<file path="src/rtl/mdio_mmd_pkg.sv">
package mdio_mmd_pkg;

    typedef enum logic [2:0] {
        ST_PRE,
        ST_START,
        ST_HDR,
        ST_TA_IN,
        ST_DATA_IN,
        ST_TA_REL,
        ST_TA_ZERO,
        ST_DATA_OUT
    } frame_state_e;

    typedef enum logic [1:0] {
        OP_ADDR   = 2'b00,
        OP_WRITE  = 2'b01,
        OP_RD_INC = 2'b10,
        OP_READ   = 2'b11
    } mdio_op_e;

    localparam logic [15:0] ADDR_CTRL    = 16'd0;
    localparam logic [15:0] ADDR_PRES_LO = 16'd5;
    localparam logic [15:0] ADDR_PRES_HI = 16'd6;
    localparam int unsigned CTRL_RST_BIT = 15;
    localparam int unsigned CTRL_LP_BIT  = 11;

endpackage

</file>
<file path="src/rtl/mdio_frame_fsm.sv">
module mdio_frame_fsm
    import mdio_mmd_pkg::*;
#(
    parameter int unsigned PORT_W  = 5,
    parameter int unsigned DEV_W   = 5,
    parameter int unsigned REG_W   = 16,
    parameter int unsigned PRE_LEN = 32,
    parameter logic [2*REG_W-1:0] DEV_MASK = 32'h8000_009A
) (
    input  logic              clk,
    input  logic              rst_n,
    input  logic              mdio_i,
    input  logic [PORT_W-1:0] port_strap,
    input  logic [REG_W-1:0]  rd_data,
    output logic              mdio_o,
    output logic              mdio_oe,
    output logic [DEV_W-1:0]  dev,
    output logic              hit,
    output logic              ptr_load,
    output logic              ptr_inc,
    output logic              wr_en,
    output logic [REG_W-1:0]  wr_data
);
    localparam int unsigned HDR_W   = 2 + PORT_W + DEV_W;
    localparam int unsigned CNT_MAX = (PRE_LEN > REG_W) ? PRE_LEN : REG_W;
    localparam int unsigned CNT_W   = $clog2(CNT_MAX + 1);
    localparam logic [CNT_W-1:0] PRE_CNT  = CNT_W'(PRE_LEN);
    localparam logic [CNT_W-1:0] HDR_LAST = CNT_W'(HDR_W - 1);
    localparam logic [CNT_W-1:0] DAT_LAST = CNT_W'(REG_W - 1);
    localparam logic [CNT_W-1:0] TA_LAST  = CNT_W'(1);

    frame_state_e     state_q, state_d;
    logic [CNT_W-1:0] cnt_q, cnt_d;
    logic [REG_W-1:0] sh_q, sh_d;
    mdio_op_e         op_q, op_d;
    logic [DEV_W-1:0] dev_q, dev_d;
    logic             hit_q, hit_d;
    logic [HDR_W-1:0] hdr_next;
    logic [REG_W-1:0] word_next;

    assign hdr_next  = {sh_q[HDR_W-2:0], mdio_i};
    assign word_next = {sh_q[REG_W-2:0], mdio_i};
    assign wr_data   = word_next;
    assign dev       = dev_q;
    assign hit       = hit_q;

    // state register
    always_ff @(posedge clk or negedge rst_n) begin
        if (!rst_n) begin
            state_q <= ST_PRE;
            cnt_q   <= '0;
            sh_q    <= '0;
            op_q    <= OP_ADDR;
            dev_q   <= '0;
            hit_q   <= 1'b0;
        end else begin
            state_q <= state_d;
            cnt_q   <= cnt_d;
            sh_q    <= sh_d;
            op_q    <= op_d;
            dev_q   <= dev_d;
            hit_q   <= hit_d;
        end
    end

    // next state and commit strobes
    always_comb begin
        state_d  = state_q;
        cnt_d    = cnt_q;
        sh_d     = sh_q;
        op_d     = op_q;
        dev_d    = dev_q;
        hit_d    = hit_q;
        ptr_load = 1'b0;
        ptr_inc  = 1'b0;
        wr_en    = 1'b0;
        unique case (state_q)
            ST_PRE: begin
                if (mdio_i) begin
                    if (cnt_q != PRE_CNT) cnt_d = cnt_q + 1'b1;
                end else if (cnt_q == PRE_CNT) begin
                    state_d = ST_START;
                    cnt_d   = '0;
                end else begin
                    cnt_d = '0;
                end
            end
            ST_START: begin
                cnt_d   = '0;
                state_d = mdio_i ? ST_PRE : ST_HDR;
            end
            ST_HDR: begin
                sh_d = word_next;
                if (cnt_q == HDR_LAST) begin
                    op_d  = mdio_op_e'(hdr_next[HDR_W-1 -: 2]);
                    dev_d = hdr_next[DEV_W-1:0];
                    hit_d = (hdr_next[DEV_W +: PORT_W] == port_strap) &&
                            DEV_MASK[hdr_next[DEV_W-1:0]];
                    cnt_d = '0;
                    state_d = (hit_d && hdr_next[HDR_W-1]) ? ST_TA_REL : ST_TA_IN;
                end else begin
                    cnt_d = cnt_q + 1'b1;
                end
            end
            ST_TA_IN: begin
                if (cnt_q == TA_LAST) begin
                    state_d = ST_DATA_IN;
                    cnt_d   = '0;
                end else begin
                    cnt_d = cnt_q + 1'b1;
                end
            end
            ST_DATA_IN: begin
                sh_d = word_next;
                if (cnt_q == DAT_LAST) begin
                    state_d  = ST_PRE;
                    cnt_d    = '0;
                    ptr_load = hit_q && (op_q == OP_ADDR);
                    wr_en    = hit_q && (op_q == OP_WRITE);
                end else begin
                    cnt_d = cnt_q + 1'b1;
                end
            end
            ST_TA_REL: begin
                state_d = ST_TA_ZERO;
                sh_d    = rd_data;
                ptr_inc = (op_q == OP_RD_INC);
            end
            ST_TA_ZERO: begin
                state_d = ST_DATA_OUT;
                cnt_d   = '0;
            end
            ST_DATA_OUT: begin
                sh_d = {sh_q[REG_W-2:0], 1'b0};
                if (cnt_q == DAT_LAST) begin
                    state_d = ST_PRE;
                    cnt_d   = '0;
                end else begin
                    cnt_d = cnt_q + 1'b1;
                end
            end
            default: state_d = ST_PRE;
        endcase
    end

    // line drive
    always_comb begin
        mdio_oe = 1'b0;
        mdio_o  = 1'b0;
        unique case (state_q)
            ST_TA_ZERO:  mdio_oe = 1'b1;
            ST_DATA_OUT: begin
                mdio_oe = 1'b1;
                mdio_o  = sh_q[REG_W-1];
            end
            default: ;
        endcase
    end

endmodule

</file>
<file path="src/rtl/mdio_ptr_bank.sv">
module mdio_ptr_bank #(
    parameter int unsigned DEV_W = 5,
    parameter int unsigned REG_W = 16,
    parameter logic [2*REG_W-1:0] DEV_MASK = 32'h8000_009A
) (
    input  logic             clk,
    input  logic             rst_n,
    input  logic [DEV_W-1:0] dev,
    input  logic             load,
    input  logic             inc,
    input  logic             clear,
    input  logic [REG_W-1:0] load_val,
    output logic [REG_W-1:0] cur_ptr
);
    localparam int unsigned N_DEV = 1 << DEV_W;

    logic [REG_W-1:0] ptr [N_DEV];

    for (genvar g = 0; g < N_DEV; g++) begin : g_dev
        if (DEV_MASK[g]) begin : g_present
            logic sel;
            assign sel = (dev == DEV_W'(g));
            always_ff @(posedge clk or negedge rst_n) begin
                if (!rst_n)          ptr[g] <= '0;
                else if (clear)      ptr[g] <= '0;
                else if (load && sel) ptr[g] <= load_val;
                else if (inc && sel)  ptr[g] <= ptr[g] + 1'b1;
            end
        end else begin : g_absent
            assign ptr[g] = '0;
        end
    end

    assign cur_ptr = ptr[dev];

endmodule

</file>
<file path="src/rtl/mdio_regfile.sv">
module mdio_regfile
    import mdio_mmd_pkg::*;
#(
    parameter int unsigned REG_W = 16,
    parameter logic [2*REG_W-1:0] DEV_MASK = 32'h8000_009A
) (
    input  logic             clk,
    input  logic             rst_n,
    input  logic [REG_W-1:0] addr,
    input  logic             wr_en,
    input  logic             wr_rst_bit,
    input  logic             wr_lp_bit,
    output logic [REG_W-1:0] rd_data,
    output logic             reset_req,
    output logic             low_power_o,
    output logic             chip_reset_o
);
    logic ctrl_sel;
    logic low_power_q;
    logic rst_pulse_q;

    assign ctrl_sel  = (addr == ADDR_CTRL);
    assign reset_req = wr_en && ctrl_sel && wr_rst_bit;

    always_ff @(posedge clk or negedge rst_n) begin
        if (!rst_n) begin
            low_power_q <= 1'b0;
            rst_pulse_q <= 1'b0;
        end else begin
            rst_pulse_q <= reset_req;
            if (reset_req)
                low_power_q <= 1'b0;
            else if (wr_en && ctrl_sel)
                low_power_q <= wr_lp_bit;
        end
    end

    always_comb begin
        rd_data = '0;
        unique case (addr)
            ADDR_CTRL:    rd_data[CTRL_LP_BIT] = low_power_q;
            ADDR_PRES_LO: rd_data = DEV_MASK[REG_W-1:0];
            ADDR_PRES_HI: rd_data = DEV_MASK[2*REG_W-1:REG_W];
            default:      rd_data = '0;
        endcase
    end

    assign low_power_o  = low_power_q;
    assign chip_reset_o = rst_pulse_q;

endmodule

</file>
<file path="src/rtl/mdio_mmd_slave.sv">
module mdio_mmd_slave
    import mdio_mmd_pkg::*;
#(
    parameter int unsigned PORT_W  = 5,
    parameter int unsigned DEV_W   = 5,
    parameter int unsigned REG_W   = 16,
    parameter int unsigned PRE_LEN = 32,
    parameter logic [2*REG_W-1:0] DEV_MASK = 32'h8000_009A
) (
    input  logic              mdc,
    input  logic              rst_n,
    input  logic              mdio_i,
    output logic              mdio_o,
    output logic              mdio_oe,
    input  logic [PORT_W-1:0] port_strap,
    output logic              low_power_o,
    output logic              chip_reset_o
);
    logic [DEV_W-1:0] dev;
    logic             hit;
    logic             ptr_load;
    logic             ptr_inc;
    logic             wr_en;
    logic [REG_W-1:0] wr_data;
    logic [REG_W-1:0] rd_data;
    logic [REG_W-1:0] cur_ptr;
    logic             reset_req;

    mdio_frame_fsm #(
        .PORT_W(PORT_W), .DEV_W(DEV_W), .REG_W(REG_W),
        .PRE_LEN(PRE_LEN), .DEV_MASK(DEV_MASK)
    ) u_fsm (
        .clk(mdc), .rst_n(rst_n), .mdio_i(mdio_i), .port_strap(port_strap),
        .rd_data(rd_data), .mdio_o(mdio_o), .mdio_oe(mdio_oe),
        .dev(dev), .hit(hit), .ptr_load(ptr_load), .ptr_inc(ptr_inc),
        .wr_en(wr_en), .wr_data(wr_data)
    );

    mdio_ptr_bank #(
        .DEV_W(DEV_W), .REG_W(REG_W), .DEV_MASK(DEV_MASK)
    ) u_ptrs (
        .clk(mdc), .rst_n(rst_n), .dev(dev), .load(ptr_load), .inc(ptr_inc),
        .clear(reset_req), .load_val(wr_data), .cur_ptr(cur_ptr)
    );

    mdio_regfile #(
        .REG_W(REG_W), .DEV_MASK(DEV_MASK)
    ) u_regs (
        .clk(mdc), .rst_n(rst_n), .addr(cur_ptr), .wr_en(wr_en),
        .wr_rst_bit(wr_data[CTRL_RST_BIT]), .wr_lp_bit(wr_data[CTRL_LP_BIT]),
        .rd_data(rd_data), .reset_req(reset_req),
        .low_power_o(low_power_o), .chip_reset_o(chip_reset_o)
    );

endmodule

</file>
<file path="config.mk">
export PLATFORM = sky130hd
export DESIGN_NAME = mdio_mmd_slave
export DESIGN_NICKNAME = d
export VERILOG_FILES = /design/src/rtl/mdio_mmd_pkg.sv /design/src/rtl/mdio_frame_fsm.sv /design/src/rtl/mdio_ptr_bank.sv /design/src/rtl/mdio_regfile.sv /design/src/rtl/mdio_mmd_slave.sv
export SDC_FILE = /design/constraint.sdc
export NUM_CORES = 1
export LEC_CHECK = 0
export ABC_CLOCK_PERIOD_IN_PS = 3770
export BUFFER_PORTS_ARGS = -buffer_cell sky130_fd_sc_hd__buf_4
export CORE_ASPECT_RATIO = 0.6
export CORE_MARGIN = 8
export CORE_UTILIZATION = 50
export CTS_CLUSTER_DIAMETER = 150
export DETAILED_ROUTE_END_ITERATION = 16
export PLACE_DENSITY = 0.66
export SLEW_MARGIN = 20
export SYNTH_ARGS = -nofsm -noshare
export SYNTH_HDL_FRONTEND = slang
export SYNTH_SLANG_ARGS = --single-unit
</file>
<file path="constraint.sdc">
create_clock -name mdc -period 3.77 [get_ports mdc]
set_clock_uncertainty 0.2 [all_clocks]
set_input_delay 0.1885 -clock mdc [delete_from_list [all_inputs] [get_ports mdc]]
set_output_delay 0.1885 -clock mdc [all_outputs]
set_load 0.05 [all_outputs]
</file>
==> results of run 1 <==
[area by class of cell]
cell class              count  area (sq um)  share of cell area, %
flip-flops and latches    115          2880                   33.9
inverters                  16          60.1                  0.707
repair buffers             50           418                   4.92
multi-input cells         722          4290                   50.5
clock buffers              19           443                   5.22
well taps                 198           248                   2.92
clock inverters            13           159                   1.87
[cell usage in the layout, fill, tap and decap left out, types with 7 or more instances in the layout]
cell type	netlist	final
mux2i_1	7	7
nor3_1	29	29
inv_1	16	16
a21oi_1	85	85
a31oi_1	14	14
o2bb2ai_1	8	8
buf_4	0	45
ha_1	9	9
clkbuf_16	0	17
o22ai_1	34	34
and4_1	11	11
o21ai_0	60	60
o21a_1	8	8
and2_1	8	8
dfrtp_1	115	115
mux2_2	10	10
nand2_1	90	90
a211oi_1	40	40
nor4_1	20	20
a22oi_1	8	8
nor2_1	92	91
nand3_1	36	36
and3_1	22	22
nand4_1	21	21
[per-layer routing]
| layer | vias up | GRT usage, % | routed length, um |
|---|---|---|---|
| met5 | - | 0 | 0 |
| met4 | 0 | 10.8 | 909 |
| met3 | 84 | 7.72 | 3130 |
| met2 | 532 | 36.2 | 10400 |
| met1 | 3790 | 36.7 | 11100 |
| li1 | 3492 | - | - |
[cell families (layout without fill, tap and decap cells)]
group | after synthesis | count (layout)
simple gates | 367 | 367
compound gates | 320 | 320
flops | 115 | 115
buf+inv | 87 | 98
mux | 17 | 17
fa+ha+maj | 9 | 9
xor+xnor | 9 | 9
[worst max-delay path: stages, from the launching register on]
cell and delay (ns):
dfrtp_1 0.55, and3_1 0.29, and3_1 0.20, buf_4 0.22, a221oi_1 0.48, nand3_1 0.26, nor4_4 0.42, buf_12 0.25
and3b_1 0.19
[stage by stage]
| stage | util, % | std cells | cell area, sq um |
|---|---|---|---|
| after floorplan | - | 924 | 7500 |
| after global placement | 53.9 | 1099 | 7870 |
| after detailed placement | 53.9 | 1099 | 7870 |
| after CTS | 58.2 | 1133 | 8490 |
| after global routing | 58.2 | 1133 | 8490 |
| final | 58.2 | 1133 | 8490 |
[registers in the layout, indices dropped and copies added (netlist names), 2 cells and up]
register and flops:
u_fsm.op_q 2, u_fsm.sh_q 16, u_fsm.state_q 3, u_fsm.dev 5
u_ptrs.ptr 80, u_fsm.cnt_q 6
[report_power, final]
part / switching, uW / internal [uW]
Combinational: 554 / 349
Sequential: 365 / 1350
Clock: 620 / 1060
[how the worst max path moves through the flow]
stage / slack, ns / to / depth (start not counted) / start
CTS: 0.66 / u_ptrs.ptr[462] / 8 / u_fsm.dev[1]
global placement: 0.80 / u_ptrs.ptr[462] / 8 / u_fsm.dev[1]
global route: 0.37 / u_ptrs.ptr[439] / 8 / u_fsm.dev[1]
detailed placement: 0.66 / u_ptrs.ptr[462] / 8 / u_fsm.dev[1]
finish: 0.59 / u_ptrs.ptr[462] / 8 / u_fsm.dev[1]
floorplan: 1.07 / u_ptrs.ptr[462] / 8 / u_ptrs.ptr[4]
==> impl_metrics.env, run 1 <==
export IMPL_synthAdderAreaFrac_pct=1.50
export IMPL_hold_violations=0
export IMPL_worstReg2RegStart="u_fsm.dev[1]"
export IMPL_vias=7898
export IMPL_wl_per_cell_um=22.6
export IMPL_synth_area_leaders="dfrtp_1, a21oi_1, nor2_1"
export IMPL_ir_worst_vdd_v=0.000412
export IMPL_finalWeightedCongestion=0.918
export IMPL_worstSetupPathType="reg2reg"
export IMPL_synth_most_common_cell="dfrtp_1"
export IMPL_hold_path_class="in2reg"
export IMPL_max_freq_mhz=315
export IMPL_synth_xor_area_share_pct=1.05
export IMPL_cts_setup_buffers=0
export IMPL_synth_top_family_by_area="compound AO/OA/AOI/OAI gates"
export IMPL_finalMaxSlewViolations=0
export IMPL_reg2reg_depth=8
export IMPL_setup_tns_ns=0
export IMPL_rsz0062_at_grt="no"
export IMPL_io_buffers=11
export IMPL_io_pin_count=12
export IMPL_grt_max_degree=69
export IMPL_start_util_pct=51.4
export IMPL_synth_edff_count=0
export IMPL_synth_seq_area_share_pct=38.3
export IMPL_arrival_ns=3.28
export IMPL_cap_violations=0
export IMPL_regToRegSetupSlack_ns=0.59
export IMPL_root_buffer="clkbuf_16"
export IMPL_p_total_uw=4290
export IMPL_syn_nets=941
export IMPL_power_density_cell_area_nw_per_um2=506
export IMPL_holdPathEnd="u_fsm.hit"
export IMPL_route_detailed_drc=0
export IMPL_hold_worst_slack_ns=0.215
export IMPL_grt_pass1_vias=7229
export IMPL_cts_max_level=4
export IMPL_syn_cell_area_sq_um=7500
export IMPL_yosysWarningCount=0
export IMPL_ant_nets=0
export IMPL_start_kind="flip-flop"
export IMPL_end_kind="flip-flop"
export IMPL_die_area_sq_um=19300
export IMPL_netlist_instances=924
export IMPL_status="completed"
export IMPL_setup_ws_ns=0.591
export IMPL_power_leakage_uw=0.00346
export IMPL_r2r_end="u_ptrs.ptr[462]"
export IMPL_hp_start="port_strap[3]"
export IMPL_grt_pass1_wl_mm=40.5
export IMPL_synth_avg_cell_area_sq_um=8.12
export IMPL_die_y_um=111
export IMPL_setup_violations=0
export IMPL_cts_buffers=17
export IMPL_fill_cells=1317
export IMPL_dp_slack_ns=0.661
export IMPL_die_x_um=174
export IMPL_overflow=0
export IMPL_clk_latency_ns=0.42
export IMPL_track_usage_pct=26.0
export IMPL_yosys_area_top_type="dfrtp_1"
export IMPL_route_detailed_vias_per_inst=6.97
export IMPL_wirelength_mm=25.6
export IMPL_period_minus_slack_ns=3.18
export IMPL_synth_compound_gate_area_share_pct=27.4
export IMPL_synthSimpleGateAreaFrac_pct=24.7
export IMPL_post_cts_resized=0
export IMPL_relSlewSlack_pct=38.4
export IMPL_synth_top_area_share_pct=38.3
export IMPL_cts_clk_slew_worst_paths_ns=0.06
export IMPL_required_ns=3.87
export IMPL_hold_path_depth=4
export IMPL_cp_max_fo=32
export IMPL_fin_crit_sh_pct=84.3
export IMPL_drtIter0Drc=1170
export IMPL_drive_gt1_share_pct=11.4
export IMPL_finalNetCount=939
export IMPL_num_rows=34
export IMPL_syn2layout_area_growth_pct=13.1
export IMPL_synthArstFlopShare_pct=100
export IMPL_synthTopCellsByCount="dfrtp_1, nor2_1, nand2_1"
export IMPL_synth_flop_cell="dfrtp_1"
export IMPL_antenna_found_initial=2
export IMPL_worst_pin_slew_ns=0.924
export IMPL_hold_buffers=2
export IMPL_dp_hpwl_mm=17.2
export IMPL_ys_types=72
export IMPL_cts_sinks=115
export IMPL_first_pass_iters=6
export IMPL_cts_tree="built"
export IMPL_coreArea_sq_um=14600
export IMPL_ys_ff_latch=115
export IMPL_diodes=0
export IMPL_cts_max_path_buffers=2
export IMPL_muxShareOfSynthArea_pct=2.43
No activity file was read; power rests on OpenSTA's default activity.
==> run 2: changes to the inputs <==
Settings changed: ABC_CLOCK_PERIOD_IN_PS 3770 to 3100.
Clock period 3.77 ns to 3.1 ns, I/O delays scaled along.
==> run 2 against run 1 <==
Against the previous run:
- sequential share of layout area decreased by 0.87 points
- critical path depth stayed put
- critical path type unchanged
- design area is 2.7% higher
- core utilization grew 1.6 points
- cell count is 1.7% higher
- non-clock buffer count is 20 higher
- register-to-register slack got worse by 0.52 ns
- flip-flop and latch count unchanged
- first-iteration DRC count is 3.5% higher
- largest power group is now the clock network
- largest cell class unchanged
- sequential power grew 20%
- clock-buffer cell count rose by 3
==> impl_metrics.env, run 2 (synthesis results as in run 1) <==
export IMPL_p_int_uw=3490
export IMPL_power_density_cell_area_nw_per_um2=615
export IMPL_fin_util_pct=59.7
export IMPL_multi_input_area_sq_um=4340
export IMPL_route_detailed_drc=0
export IMPL_cap_violations=0
export IMPL_end_kind="flip-flop"
export IMPL_ir_worst_vdd_v=0.000485
export IMPL_die_area_sq_um=19300
export IMPL_reg2reg_depth=8
export IMPL_setup_violations=0
export IMPL_clk_latency_ns=0.42
export IMPL_die_y_um=111
export IMPL_power_leakage_uw=0.00357
export IMPL_grt_pass1_wl_mm=41.5
export IMPL_period_minus_slack_ns=3.03
export IMPL_root_buffer="clkbuf_16"
export IMPL_finalMaxSlewViolations=0
export IMPL_arrival_ns=3.14
export IMPL_hold_path_class="in2async"
export IMPL_wl_per_cell_um=22.8
export IMPL_hold_worst_slack_ns=0.0168
export IMPL_route_detailed_vias_per_inst=6.94
export IMPL_start_util_pct=51.4
export IMPL_largest_registers="u_ptrs.ptr: 80 flops, u_fsm.sh_q: 16 flops, u_fsm.cnt_q: 6 flops"
export IMPL_io_pin_count=12
export IMPL_first_pass_iters=6
export IMPL_ant_nets=0
export IMPL_dp_hpwl_mm=18.0
export IMPL_track_usage_pct=26.8
export IMPL_seqPwrFrac_pct=38.4
export IMPL_largest_reg_flops=80
export IMPL_final_common_cell="dfrtp_1"
export IMPL_dp_slack_ns=0.0730
export IMPL_final_cell_mix="dfrtp_1, nor2_1, nand2_1, a21oi_1, buf_4"
export IMPL_antenna_found_initial=0
export IMPL_largest_register="u_ptrs.ptr"
export IMPL_relSlewSlack_pct=42.0
export IMPL_die_x_um=174
export IMPL_cts_max_path_buffers=2
export IMPL_max_freq_mhz=330
export IMPL_grt_max_degree=88
export IMPL_syn2layout_area_growth_pct=16.2
export IMPL_cp_max_fo=32
export IMPL_io_buffers=11
export IMPL_regToRegSetupSlack_ns=0.07
export IMPL_wirelength_mm=26.3
export IMPL_seq_area_sq_um=2880
export IMPL_coreArea_sq_um=14600
export IMPL_cts_clk_slew_worst_paths_ns=0.06
export IMPL_clkPwrFrac_pct=39.5
export IMPL_required_ns=3.21
export IMPL_cts_buffers=17
export IMPL_cts_tree="built"
export IMPL_drive_gt1_share_pct=13.7
export IMPL_fin_crit_sh_pct=97.8
export IMPL_hold_violations=0
export IMPL_cts_sinks=115
export IMPL_vias=7995
export IMPL_worst_pin_slew_ns=0.858
export IMPL_grt_pass1_vias=7371
export IMPL_fill_cells=1275
export IMPL_setup_ws_ns=0.0670
export IMPL_start_kind="flip-flop"
export IMPL_num_rows=34
export IMPL_p_sw_uw=1880
export IMPL_finalWeightedCongestion=0.990
export IMPL_drtIter0Drc=1211
export IMPL_finalNetCount=959
export IMPL_worstSetupPathType="reg2reg"
export IMPL_status="completed"
export IMPL_sw_frac_of_total_pct=35.0
export IMPL_cts_max_level=4
export IMPL_diodes=0
export IMPL_overflow=0
export IMPL_combPwrFrac_pct=22.1
run 2: cell types whose count changed in the layout (fill, tap and decap cells not counted), moves of 2 or more:
cell	previous run	this run
clkbuf_8	1	3
buf_4	45	65
a21oi_4	0	2
clkinv_2	4	2
clkinv_4	2	0
run 2: layer usage:
layer	GRT usage, %	vias up	wire (um)
met5	0	-	0
li1	-	3522	-
met1	39.2	3913	11800
met4	11.3	0	767
met2	36.8	485	10700
met3	6.29	75	2960
run 2: worst max-delay path, cell delays in order, from the launching register on:
cell and delay, ns:
dfrtp_1 0.46, or4_1 0.57, nor2_1 0.16, o21ai_1 0.09
or4b_1 0.55, nor4_4 0.32, buf_4 0.17, buf_12 0.19
and3b_1 0.20
run 2: final timing paths:
check,startpoint,to
setup reg to reg,u_ptrs.ptr[4],u_ptrs.ptr[462]
hold / removal,rst_n,u_fsm.cnt_q[3]
max in group asynchronous,rst_n,u_ptrs.ptr[392]
hold reg to reg,u_fsm.dev[1],u_fsm.dev[1]
min in group mdc,port_strap[3],u_fsm.hit
setup / recovery,u_ptrs.ptr[4],u_ptrs.ptr[462]
run 2: power by group through the flow:
stage	combinational [uW]	sequential, uW	clock, uW
global route	1310	2070	2200
floorplan	934	1750	0
CTS	1150	2030	2140
finish	1190	2060	2120
global placement	1110	2060	0
detailed placement	1140	2060	0
run 2: repair_timing:
action,CTS,global route
buffers inserted,0,2
resized for setup,0,8
hold endpoints to repair,116,0
hold buffers,2,0
endpoints found under the setup margin,0,34
run 2: cell type report:
cell class                 count  area share (%)
inverter                      16           0.689
multi-input combinational    722            49.7
timing repair buffer          70            6.52
sequential                   115            33.0
tap                          198            2.84
clock inverter                 9            1.75
clock buffer                  22            5.44
run 2: metrics by stage:
| stage | total power [uW] | instances | setup TNS [ns] | area, sq um |
|---|---|---|---|---|
| final | 5360 | 1152 | 0 | 8720 |
| after global routing | 5570 | 1152 | -0.0222 | 8720 |
| after global placement | 3170 | 1117 | 0 | 8000 |
| after floorplan | 2690 | 924 | 0 | 7500 |
| after detailed placement | 3200 | 1117 | 0 | 8000 |
| after CTS | 5320 | 1150 | 0 | 8650 |
